<file path="config.mk">
export PLATFORM = sky130hd
export DESIGN_NAME = spi_busy_poll
export DESIGN_NICKNAME = d
export VERILOG_FILES = /design/src/rtl/spi_poll_pkg.sv /design/src/rtl/poll_mode_sel.sv /design/src/rtl/spi_byte_engine.sv /design/src/rtl/poll_timer.sv /design/src/rtl/spi_busy_poll.sv
export SDC_FILE = /design/constraint.sdc
export NUM_CORES = 1
export LEC_CHECK = 0
export ABC_AREA = 1
export BUFFER_PORTS_ARGS = -buffer_cell sky130_fd_sc_hd__buf_2
export CAP_MARGIN = 15
export CORE_ASPECT_RATIO = 2
export CORE_MARGIN = 2
export CORE_UTILIZATION = 35
export DETAILED_ROUTE_END_ITERATION = 10
export HOLD_SLACK_MARGIN = 0.03
export PLACE_DENSITY_LB_ADDON = 0.3
export SLEW_MARGIN = 20
export SYNTH_ARGS = -nofsm -noshare
export SYNTH_HDL_FRONTEND = slang
export SYNTH_SLANG_ARGS = --single-unit
</file>
<file path="constraint.sdc">
create_clock -name clk -period 1.5 [get_ports clk]
set_input_delay 0.3 -clock clk [delete_from_list [all_inputs] [get_ports clk]]
set_output_delay 0.3 -clock clk [all_outputs]
set_load 0.05 [all_outputs]
</file>
<file path="src/rtl/spi_poll_pkg.sv">
package spi_poll_pkg;

  typedef enum logic [1:0] {
    PS_IDLE,
    PS_OPCODE,
    PS_POLL
  } poll_state_t;

  typedef struct packed {
    logic [7:0] opcode;
    logic [7:0] mask;
    logic       ready_when_set;
  } poll_cfg_t;

  localparam logic [7:0]  OP_STD       = 8'h05;
  localparam logic [7:0]  MASK_STD     = 8'h01;
  localparam logic [7:0]  OP_ALT       = 8'h70;
  localparam logic [7:0]  MASK_ALT     = 8'h80;
  localparam logic [7:0]  ALT_MFR      = 8'h20;
  localparam logic [31:0] ALT_MIN_SIZE = 32'h0400_0000;

  function automatic logic status_ready(input logic [7:0] st, input poll_cfg_t cfg);
    return ((st & cfg.mask) != 8'h00) == cfg.ready_when_set;
  endfunction

endpackage

</file>
<file path="src/rtl/poll_mode_sel.sv">
module poll_mode_sel
  import spi_poll_pkg::*;
#(
  parameter int SIZE_W = 32
) (
  input  logic [7:0]        mfr_id,
  input  logic [SIZE_W-1:0] dev_size,
  output poll_cfg_t         cfg
);
  localparam logic [SIZE_W-1:0] MIN_SIZE = SIZE_W'(ALT_MIN_SIZE);

  logic use_alt;

  always_comb begin
    use_alt = (mfr_id == ALT_MFR) && (dev_size >= MIN_SIZE);
    if (use_alt) begin
      cfg.opcode         = OP_ALT;
      cfg.mask           = MASK_ALT;
      cfg.ready_when_set = 1'b1;
    end else begin
      cfg.opcode         = OP_STD;
      cfg.mask           = MASK_STD;
      cfg.ready_when_set = 1'b0;
    end
  end
endmodule

</file>
<file path="src/rtl/spi_byte_engine.sv">
module spi_byte_engine #(
  parameter int CLK_DIV = 2
) (
  input  logic       clk,
  input  logic       rst,
  input  logic       go,
  input  logic [7:0] tx_byte,
  input  logic       miso,
  output logic       sck,
  output logic       mosi,
  output logic       byte_done,
  output logic [7:0] rx_byte
);
  localparam int DIV_W = $clog2(CLK_DIV + 1);
  localparam logic [DIV_W-1:0] DIV_LAST = DIV_W'(CLK_DIV - 1);

  logic             active;
  logic [DIV_W-1:0] div_cnt;
  logic [2:0]       bit_cnt;
  logic [7:0]       tx_sh;

  always_ff @(posedge clk) begin
    if (rst) begin
      active    <= 1'b0;
      div_cnt   <= '0;
      bit_cnt   <= '0;
      tx_sh     <= '0;
      rx_byte   <= '0;
      sck       <= 1'b0;
      mosi      <= 1'b0;
      byte_done <= 1'b0;
    end else begin
      byte_done <= 1'b0;
      if (!active) begin
        if (go) begin
          active  <= 1'b1;
          div_cnt <= '0;
          bit_cnt <= '0;
          tx_sh   <= tx_byte;
          mosi    <= tx_byte[7];
          sck     <= 1'b0;
        end
      end else if (div_cnt == DIV_LAST) begin
        div_cnt <= '0;
        if (!sck) begin
          sck     <= 1'b1;
          rx_byte <= {rx_byte[6:0], miso};
        end else begin
          sck <= 1'b0;
          if (bit_cnt == 3'd7) begin
            active    <= 1'b0;
            byte_done <= 1'b1;
            mosi      <= 1'b0;
          end else begin
            bit_cnt <= bit_cnt + 3'd1;
            tx_sh   <= {tx_sh[6:0], 1'b0};
            mosi    <= tx_sh[6];
          end
        end
      end else begin
        div_cnt <= div_cnt + DIV_W'(1);
      end
    end
  end
endmodule

</file>
<file path="src/rtl/poll_timer.sv">
module poll_timer #(
  parameter int LIMIT_W = 32
) (
  input  logic               clk,
  input  logic               rst,
  input  logic               clear,
  input  logic               run,
  input  logic [LIMIT_W-1:0] limit,
  output logic               expired
);
  localparam logic [LIMIT_W-1:0] CNT_MAX = '1;

  logic [LIMIT_W-1:0] cnt;
  logic [LIMIT_W-1:0] limit_q;

  always_ff @(posedge clk) begin
    if (rst) begin
      cnt     <= '0;
      limit_q <= '0;
      expired <= 1'b0;
    end else if (clear) begin
      cnt     <= '0;
      limit_q <= limit;
      expired <= 1'b0;
    end else begin
      if (run && cnt != CNT_MAX) cnt <= cnt + LIMIT_W'(1);
      expired <= run && (cnt >= limit_q);
    end
  end
endmodule

</file>
<file path="src/rtl/spi_busy_poll.sv">
module spi_busy_poll
  import spi_poll_pkg::*;
#(
  parameter int CLK_DIV = 2,
  parameter int LIMIT_W = 32,
  parameter int SIZE_W  = 32
) (
  input  logic               clk,
  input  logic               rst,
  input  logic               start,
  input  logic [7:0]         mfr_id,
  input  logic [SIZE_W-1:0]  dev_size,
  input  logic [LIMIT_W-1:0] tmo_limit,
  input  logic               spi_miso,
  output logic               spi_cs_n,
  output logic               spi_sck,
  output logic               spi_mosi,
  output logic               busy,
  output logic               done,
  output logic               timed_out,
  output logic [7:0]         last_status
);
  poll_state_t state;
  poll_cfg_t   cfg_now, cfg_q;
  logic        go_q;
  logic [7:0]  tx_q;
  logic        byte_done;
  logic [7:0]  rx_byte;
  logic        tmr_expired;
  logic        byte_ready;
  logic        launch;

  assign launch     = (state == PS_IDLE) && start;
  assign byte_ready = status_ready(rx_byte, cfg_q);

  poll_mode_sel #(.SIZE_W(SIZE_W)) u_sel (
    .mfr_id   (mfr_id),
    .dev_size (dev_size),
    .cfg      (cfg_now)
  );

  spi_byte_engine #(.CLK_DIV(CLK_DIV)) u_eng (
    .clk       (clk),
    .rst       (rst),
    .go        (go_q),
    .tx_byte   (tx_q),
    .miso      (spi_miso),
    .sck       (spi_sck),
    .mosi      (spi_mosi),
    .byte_done (byte_done),
    .rx_byte   (rx_byte)
  );

  poll_timer #(.LIMIT_W(LIMIT_W)) u_tmr (
    .clk     (clk),
    .rst     (rst),
    .clear   (launch),
    .run     (busy),
    .limit   (tmo_limit),
    .expired (tmr_expired)
  );

  always_ff @(posedge clk) begin
    if (rst) begin
      state       <= PS_IDLE;
      cfg_q       <= '0;
      go_q        <= 1'b0;
      tx_q        <= '0;
      spi_cs_n    <= 1'b1;
      busy        <= 1'b0;
      done        <= 1'b0;
      timed_out   <= 1'b0;
      last_status <= '0;
    end else begin
      go_q <= 1'b0;
      done <= 1'b0;
      case (state)
        PS_IDLE: begin
          if (start) begin
            cfg_q     <= cfg_now;
            tx_q      <= cfg_now.opcode;
            go_q      <= 1'b1;
            spi_cs_n  <= 1'b0;
            busy      <= 1'b1;
            timed_out <= 1'b0;
            state     <= PS_OPCODE;
          end
        end
        PS_OPCODE: begin
          if (byte_done) begin
            tx_q  <= 8'h00;
            go_q  <= 1'b1;
            state <= PS_POLL;
          end
        end
        PS_POLL: begin
          if (byte_done) begin
            last_status <= rx_byte;
            if (byte_ready || tmr_expired) begin
              spi_cs_n  <= 1'b1;
              busy      <= 1'b0;
              done      <= 1'b1;
              timed_out <= !byte_ready;
              state     <= PS_IDLE;
            end else begin
              go_q <= 1'b1;
            end
          end
        end
        default: state <= PS_IDLE;
      endcase
    end
  end
endmodule

</file>
**After elaboration in Yosys (flattened, before gate mapping)**

Index checks and enable logic that the tools add are counted.

- Output and inout bits: 14
- Bits of input ports: 76
- Flip-flop bits (word level): 121
- Word-level logic and storage cells: 123

- Equality and inequality tests: 14
- Magnitude comparators: 2
- Bitwise gates (word level): 6
- Multiplexer cells: 54
- Add/sub/neg operators: 3
- Reduce and logical (&&, ||, !) cells: 23

Operators by type and width:

| kind | count |
|---|---|
| $mux 7 | 5 |
| $add 32x1->32 const B | 1 |
| $ge 32x27->1 const B | 1 |
| $ge 32x32->1 | 1 |
| $ne 32x32->1 const B | 1 |
| $mux 1 | 28 |
| $mux 16 | 1 |
| $mux 8 | 2 |
| $pmux 8 s2 | 1 |
| $mux 3 | 5 |
| $mux 2 | 7 |
| $reduce_and 4->1 | 3 |
| $reduce_and 3->1 | 3 |
| $and 8x8->8 | 1 |
| $eq 8x6->1 const B | 1 |
| $ne 2x2->1 const B | 4 |
| $reduce_bool 8->1 | 1 |
| $ne 2x1->1 const B | 3 |
| $pmux 1 s2 | 3 |
| $pmux 2 s3 | 1 |
| $reduce_and 2->1 | 3 |
| $reduce_bool 2->1 | 3 |
| $not 1->1 | 5 |
| $eq 2x1->1 const B | 2 |
| 13 further kinds | 16 |

**Longest topological paths before layout**

Gate-level depths: netlist (run 1).

- Word-level depth: 7
- Gate-level depth with buffers: 13
- Gate-level depth less buffers: 13

**By module**

From an unflattened synthesis (run 1), not the netlist that was laid out.

- Cell total of the unflattened synthesis: 954
- Area total of the unflattened synthesis: 6527.5 µm²

By module, submodules not included:

| module | times used | area an instance (µm²) | cells an instance | seq. area each (µm²) |
|---|---|---|---|---|
| poll_timer | 1 | 3911.3 | 580 | 1301.2 |
| spi_busy_poll | 1 | 1262.5 | 169 | 640.6 |
| spi_byte_engine | 1 | 1136.1 | 165 | 480.5 |
| poll_mode_sel | 1 | 217.7 | 40 | 0.0 |

**Least setup slack after synthesis (run 1)**

No wires, ideal clock.

- Path type: reg2reg
- From: reg u_tmr.cnt[1]
- To: reg u_tmr.cnt[26]
- Cell stages (with the launch flop): 12
- Slack: -0.112 ns
- Arrival time: 1.545 ns
- Period minus slack after synthesis: 1.612 ns
- Library setup time: 0.066 ns
- Required time: 1.434 ns
- Path buffers: 2
- Path through: dfxtp_1 -> ha_1 -> nand2_1 -> nor2_4 -> nand2_4 -> nor2_8 -> nand2_4 -> nand2_4 -> buf_12 -> buf_6 -> nand2_1 -> a21oi_2

- Word-level cells in the longest chain between the ends: 2
- Elaborated cells between the ends (all ways): 3
- Those cells by class: add/sub (1); eq/ne (1); reduce/logical (1)

RTL lines:

| element | RTL line | RTL |
|---|---|---|
| from (decl) | poll_timer.sv:13 | `logic [LIMIT_W-1:0] cnt;` |
| from (signal assigned) | poll_timer.sv:26 | `if (run && cnt != CNT_MAX) cnt <= cnt + LIMIT_W'(1);` |
| branches (longest 2 deep; another with $add 32x1->32) | n/a |  |

Parallel ways; which one is timed is not known.
A chain may end at the register's enable or synchronous reset.

**Worst setup path after layout (run 1)**

- From: reg u_tmr.cnt[0]
- To: reg u_tmr.cnt[31]

The elaborated chain is that of the path after synthesis.

==> results.md, run 1 <==
- Run status: complete, but fails checks
- CTS tree: done
- Skew final: 0.008500 ns
- CP endpoint kind: register
- IO Pins: 90
- Largest net degree at the start of global routing: 51
- Die area: 17,100 sq um
- Post-synth EDFFs: 0
- Cts hold-fix bufs: 0
- DRC viols: 0
- Failing checks: setup timing
- Unrepaired setup endpoints after global routing: yes
- # fillers: 1,607
- Largest area contributor in the netlist: dfxtp_1
- Worst Path Required: 1.79 ns
- Worst slew pin tran: 0.3142 ns
- Max clock buf depth: 2
- Antenna violations before repair: 0
- Crit path max fanout: 6
- Drt wl/cell: 13.08 um
- Placer congestion estimate: 0.8629
- WL final: 14,810 um
- DR vias: 5,408
- DP HPWL: 11,310 um
- H-tree levels: 3
- Global Route Usage Sum: 18.39%
- Core area: 15,700 sq um
- Commonest non-fill, non-tap cell in the layout: nand2_1
- Fmax: 625.2 MHz
- CTS root buffer: clkbuf_16
- Critical Path AT: 1.89 ns
- FFs w/ async S/R, synth: 0%
- Most frequent cells in the layout: nand2_1 (184), dfxtp_1 (100), nor2_1 (81)
- Row count: 65
- Total power: 6.253 mW
- Max-cap viol count: 0
- First-pass iteration count of the detailed router: 4
- WS Path Type: register to register
- Post-route cell area: 7351 sq um
- Cells after Synth: 790
- Average size of a mapped cell: 7.094 sq um
- Final worst setup slack: -0.09937 ns
- Worst vdd ir: 719.5 uV
- Antenna viol nets, final: 0
- Cell variety after synth: 38
- Final setup fails: 32
- Starting Density: 35.70%
- Slew Viols, Final: 0
- IO buf count: 63
- Fraction of layout cells with a size suffix above 1: 28.43%
- CTS clk-pin slew, worst paths: 0.07 ns
- # clock sinks: 108
- Die Span X: 93.48 um
- Clock insertion delay at the later pin of the skew report: 0.35 ns
- Area grow syn2layout: 31.17%
- Area share of the largest cell type after synthesis: 38.58%
- Antenna Cells: 0
- Pwr Density: 850.7 nW/um^2
- Hold Path Class: primary input to register
- 1st-iter DRT viols: 159
- Fin crit period: 1.599 ns
- Die H: 183.0 um
- Main synth FF type: dfxtp_1
- Global route total overflow: 0
- Final period util: 106.6%
- Placed Area: 6795 sq um
- Total CTS buffers: 9
- Seq cells post-synth: 108
- Vias in the first global route: 5,534
- Slew headroom: 78.97%
- Fin nets: 1,038
- Worst Setup Start Kind: register
- Synth top area cells: dfxtp_1 (39%), nand2_1 (14%), ha_1 (7.8%)
- Hold Vio Cnt, Final: 0
- Vias per std cell: 4.773
- Leakage: 3.241 nW
- Mapped Area: 5604 sq um
- Post-synthesis sequential area ratio: 38.58%
- Synthesized Nets: 901
- Yosys warns: 0
- First-pass GRT wire length: 25,010 um
==> metrics by stage <==
step	utilization [%]	hold slack [ns]	setup WS, ns	instances	TNS (ns)
after floorplan	-	0.4153	-0.03179	790	-0.5535
after global placement	43.29	0.4331	-0.1993	1112	-3.124
after detailed placement	43.29	0.4329	-0.2464	1112	-4.504
after CTS	45.83	0.1906	-0.07792	1131	-1.655
after global routing	46.83	0.2071	-0.2128	1133	-4.563
final	46.83	0.1957	-0.09937	1133	-1.362
==> layout make-up <==
type	count	area, sq um	share of cell area (%)
Multi-Input combinational cell	577	3223	43.85
Sequential cell	108	2177	29.62
Timing Repair Buffer	154	1101	14.98
Inverter	77	296.5	4.034
Tap cell	201	251.5	3.421
Clock buffer	12	246.5	3.353
Clock inverter	4	55.05	0.7489
==> kinds of logic after synthesis <==
logic type,after synthesis,synth area share [%]
buffers and inverters,105,7.792
AOI/OAI and AO/OA,160,15.94
muxes,1,0.2009
adders and majority gates,35,7.814
and+or+nand+nor,367,27.48
xor gates and xnor gates,14,2.188
DFF,108,38.58
==> report_power, final <==
group / switching, mW / internal, mW
clock network: 1.09 / 1.36
registers: 0.0561 / 2.98
logic: 0.475 / 0.290
==> sequential cells by signal, indices dropped and copies added, names as in the netlist <==
signal           count
tx_q                 2
busy                 1
u_tmr.limit_q       32
u_eng.byte_done      1
u_eng.rx_byte        8
u_tmr.expired        1
u_eng.div_cnt        2
u_tmr.cnt           32
u_eng.active         1
go_q                 1
state                2
u_eng.tx_sh          7
u_eng.mosi           1
cfg_q                2
timed_out            1
last_status          8
u_eng.sck            1
done                 1
spi_cs_n             1
u_eng.bit_cnt        3
==> critical path: stages (launching register included) <==
cell	delay, ns
dfxtp_4	0.37
ha_4	0.14
nand2_4	0.05
nor2_4	0.18
nand2_4	0.10
nor2_8	0.11
nand2_4	0.08
nand2_8	0.11
buf_12	0.13
buf_4	0.10
nand2_2	0.04
a21oi_2	0.11
==> synthesized netlist by cell type (all sizes together), types with 6 or more instances <==
cell / count
nand3b: 7
nand3: 35
xor2: 8
buf: 13
a21oi: 99
inv: 75
xnor2: 6
ha: 35
clkbuf: 15
dfxtp: 108
nand2: 212
nor2: 104
o21ai: 51
==> repair_timing <==
item | 4_1_cts | 5_1_grt
setup endpoints to repair | 33 | 51
pin swaps | 7 | 17
setup buffers | 2 | 3
cloned | 1 | 0
resized for setup | 19 | 44
==> metal layers <==
metal  track usage, %  vias to the layer above  routed length, um
li1                 -                     2819                  -
met3            2.506                       33                309
met5                0                        -                  0
met1            17.29                     2475               5446
met4            8.706                        0                586
met2            37.21                       81               8472
==> final timing paths <==
path / from / end / slack, ns / depth (start not counted)
max: u_tmr.cnt[0] / u_tmr.cnt[31] / -0.1 / 11
min reg2reg: u_eng.mosi / u_eng.mosi / 0.46 / 2
max reg2reg: u_tmr.cnt[0] / u_tmr.cnt[31] / -0.1 / 11
min: spi_miso / u_eng.rx_byte[0] / 0.20 / 3
Note: power is estimated with default switching activity, not from simulation.
==> inputs of run 2 (changes only) <==
Settings changed: SETUP_SLACK_MARGIN set to 0.15, SKIP_LAST_GASP set to 1.
==> results.md, run 2 (synthesized netlist as in run 1, its figures left out) <==
- Worst slew pin tran: 0.2975 ns (was 0.3142 ns)
- Slew Viols, Final: 0 (unchanged)
- Final worst setup slack: -0.1073 ns (was -0.09937 ns)
- Crit path depth: 11 (unchanged)
- Fin nets: 1,054 (was 1,038)
- Antenna viol nets, final: 0 (unchanged)
- # clock sinks: 108 (unchanged)
- Hold WS: 0.1790 ns (was 0.1957 ns)
- Max clock buf depth: 2 (unchanged)
- Die Span X: 93.48 um (unchanged)
- Global Route Usage Sum: 18.24% (was 18.39%)
- WHS Path Cells: 3 (unchanged)
- Comb power frac: 13.8% (was 12.2%)
- Clock insertion delay at the later pin of the skew report: 0.35 ns (about the same)
- Worst Path Required: 1.79 ns (about the same)
- Sw power: 1.647 mW (was 1.625 mW)
- Slew headroom: 80.17% (was 78.97%)
- Failing checks: setup timing (unchanged)
- Worst Setup Start Kind: register (unchanged)
- Die H: 183.0 um (unchanged)
- CTS tree: done (unchanged)
- CTS clk-pin slew, worst paths: 0.07 ns (about the same)
- 1st-iter DRT viols: 221 (was 159)
- DRC viols: 0 (unchanged)
- Largest net degree at the start of global routing: 33 (was 51)
- CP endpoint kind: register (unchanged)
- WS Path Type: register to register (unchanged)
- Critical path cell sequence: ha_4, nand2_4, nor2_4, nand2_4, nor2_8, nand2_4, nand2_8, buf_12, buf_16, nand2_4, a21oi_2 (was ha_4, nand2_4, nor2_4, nand2_4, nor2_8, nand2_4, nand2_8, buf_12, buf_4, nand2_2, a21oi_2)
- FF-to-FF End: u_tmr.cnt[26] (was u_tmr.cnt[31])
- Run status: complete, but fails checks (unchanged)
- Vias in the first global route: 5,468 (was 5,534)
- Crit-path max cell delay: 0.37 ns (about the same)
- DR vias: 5,425 (was 5,408)
- Placed Area: 6864 sq um (was 6795 sq um)
- First-pass iteration count of the detailed router: 4 (unchanged)
- Final setup fails: 33 (was 32)
- Antenna Cells: 0 (unchanged)
- Leakage: 3.346 nW (was 3.241 nW)
- H-tree levels: 3 (unchanged)
- Pwr Density: 808.1 nW/um^2 (was 850.7 nW/um^2)
- Row count: 65 (unchanged)
- # fillers: 1,552 (was 1,607)
- Hold Vio Cnt, Final: 0 (unchanged)
- Crit path from: u_tmr.cnt[1] (was u_tmr.cnt[0])
- Critical Path AT: 1.90 ns (was 1.89 ns)
- Most Frequent Cell on Critical Path: nand2_4 (unchanged)
- Reg2reg path depth: 11 (unchanged)
- Fraction of layout cells with a size suffix above 1: 31.89% (was 28.43%)
- Max-cap viol count: 0 (unchanged)
- Area grow syn2layout: 35.81% (was 31.17%)
- Worst vdd ir: 646.7 uV (was 719.5 uV)
- DP HPWL: 11,490 um (was 11,310 um)
- P_int: 4.504 mW (was 4.628 mW)
- Reg power frac: 49.4% (was 48.6%)
- Critical path's top delay family: simple AND/OR/NAND/NOR gates (unchanged)
- WL final: 14,880 um (was 14,810 um)
- RR Startpoint: u_tmr.cnt[1] (was u_tmr.cnt[0])
- First-pass GRT wire length: 24,780 um (was 25,010 um)
- Core area: 15,700 sq um (unchanged)
- Final core area utilization: 48.49% (was 46.83%)
- Fmax: 622.2 MHz (was 625.2 MHz)
- Placer congestion estimate: 0.8799 (was 0.8629)
- IO Pins: 90 (unchanged)
- CP max-delay cell: dfxtp_4 (unchanged)
- Clock power share: 36.8% (was 39.2%)
- Hold Path Class: primary input to register (unchanged)
- Total power: 6.151 mW (was 6.253 mW)
- Fin crit period: 1.607 ns (was 1.599 ns)
- Worst path bufs/invs: 2 (unchanged)
- Post-route cell area: 7611 sq um (was 7351 sq um)
- Cts hold-fix bufs: 0 (unchanged)
- Starting Density: 35.70% (unchanged)
- Setup TNS: -2.231 ns (was -1.362 ns)
- Total CTS buffers: 9 (unchanged)
- Die area: 17,100 sq um (unchanged)
- Crit path max fanout: 5 (was 6)
- Drt wl/cell: 12.96 um (was 13.08 um)
- Unrepaired setup endpoints after global routing: yes (unchanged)
- Final period util: 107.2% (was 106.6%)
- CP Capture Point: u_tmr.cnt[26] (was u_tmr.cnt[31])
- Antenna violations before repair: 0 (unchanged)
- Worst reg2reg setup slack: -0.11 ns (was -0.1 ns)
- Sw Share: 26.78% (was 25.99%)
- Global route total overflow: 0 (unchanged)
- CTS root buffer: clkbuf_16 (unchanged)
- Most frequent cells in the layout: nand2_1 (169), dfxtp_1 (94), buf_4 (92) (was nand2_1 (184), dfxtp_1 (100), nor2_1 (81))
- Skew final: 0.01019 ns (was 0.008500 ns)
- IO buf count: 63 (unchanged)
- Commonest non-fill, non-tap cell in the layout: nand2_1 (unchanged)
- Largest registers: u_tmr.cnt (32), u_tmr.limit_q (32) (unchanged)
- Vias per std cell: 4.726 (was 4.773)
-- run 2: worst min-delay path by stage --
stage          slack (ns)              from               end
6_report             0.18          spi_miso  u_eng.rx_byte[0]
5_1_grt              0.20          spi_miso  u_eng.rx_byte[0]
3_5_place_dp         0.43  u_eng.div_cnt[1]  u_eng.div_cnt[1]
4_1_cts              0.17          spi_miso  u_eng.rx_byte[0]
2_1_floorplan        0.42  u_eng.div_cnt[1]  u_eng.div_cnt[1]
3_3_place_gp         0.43  u_eng.div_cnt[1]  u_eng.div_cnt[1]
-- run 2: routing by layer --
metal / up-vias / share of wire [%] / global-route usage [%]
met5: - / 0 / 0
met3: 22 / 1.8 / 1.890
met1: 2483 / 37 / 17.67
met4: 0 / 2.8 / 8.529
li1: 2857 / - / -
met2: 63 / 59 / 36.78
-- run 2: power by group through the flow --
stage | registers, mW | logic [mW] | clock network, mW
3_3_place_gp | 3.10 | 0.729 | 0
4_1_cts | 3.04 | 0.821 | 2.33
6_report | 3.04 | 0.849 | 2.26
2_1_floorplan | 3.11 | 0.479 | 0
3_5_place_dp | 3.10 | 0.742 | 0
5_1_grt | 3.05 | 0.961 | 2.42
-- run 2: layout make-up --
| type | count | area (sq um) | area share (%) |
|---|---|---|---|
| multi-input cells | 577 | 3332 | 43.78 |
| inverters | 77 | 302.8 | 3.978 |
| well taps | 201 | 251.5 | 3.304 |
| repair buffers | 170 | 1257 | 16.52 |
| clock buffers | 11 | 242.7 | 3.189 |
| flip-flops and latches | 108 | 2192 | 28.80 |
| clock inverters | 4 | 32.53 | 0.4274 |
-- run 2: what timing repair did --
action / CTS / global route
pin swaps: 17 / 20
setup buffers: 5 / 5
gates cloned: 1 / 0
endpoints found under the hold margin: 0 / 0
endpoints found under the setup margin: 51 / 46
gates resized for setup: 51 / 55
-- run 2: worst register-to-register path: stages, from the launching register on --
cell and delay (ns):
dfxtp_4 0.37, ha_4 0.14, nand2_4 0.05, nor2_4 0.19, nand2_4 0.10, nor2_8 0.11
nand2_4 0.08, nand2_8 0.11, buf_12 0.12, buf_16 0.13, nand2_4 0.04, a21oi_2 0.11
-- run 2: per-stage QoR --
stage | instances | worst slack, ns
floorplan | 790 | -0.03174
global placement | 1122 | -0.1634
detailed placement | 1122 | -0.1643
CTS | 1143 | -0.06309
global route | 1148 | -0.1832
finish | 1148 | -0.1073
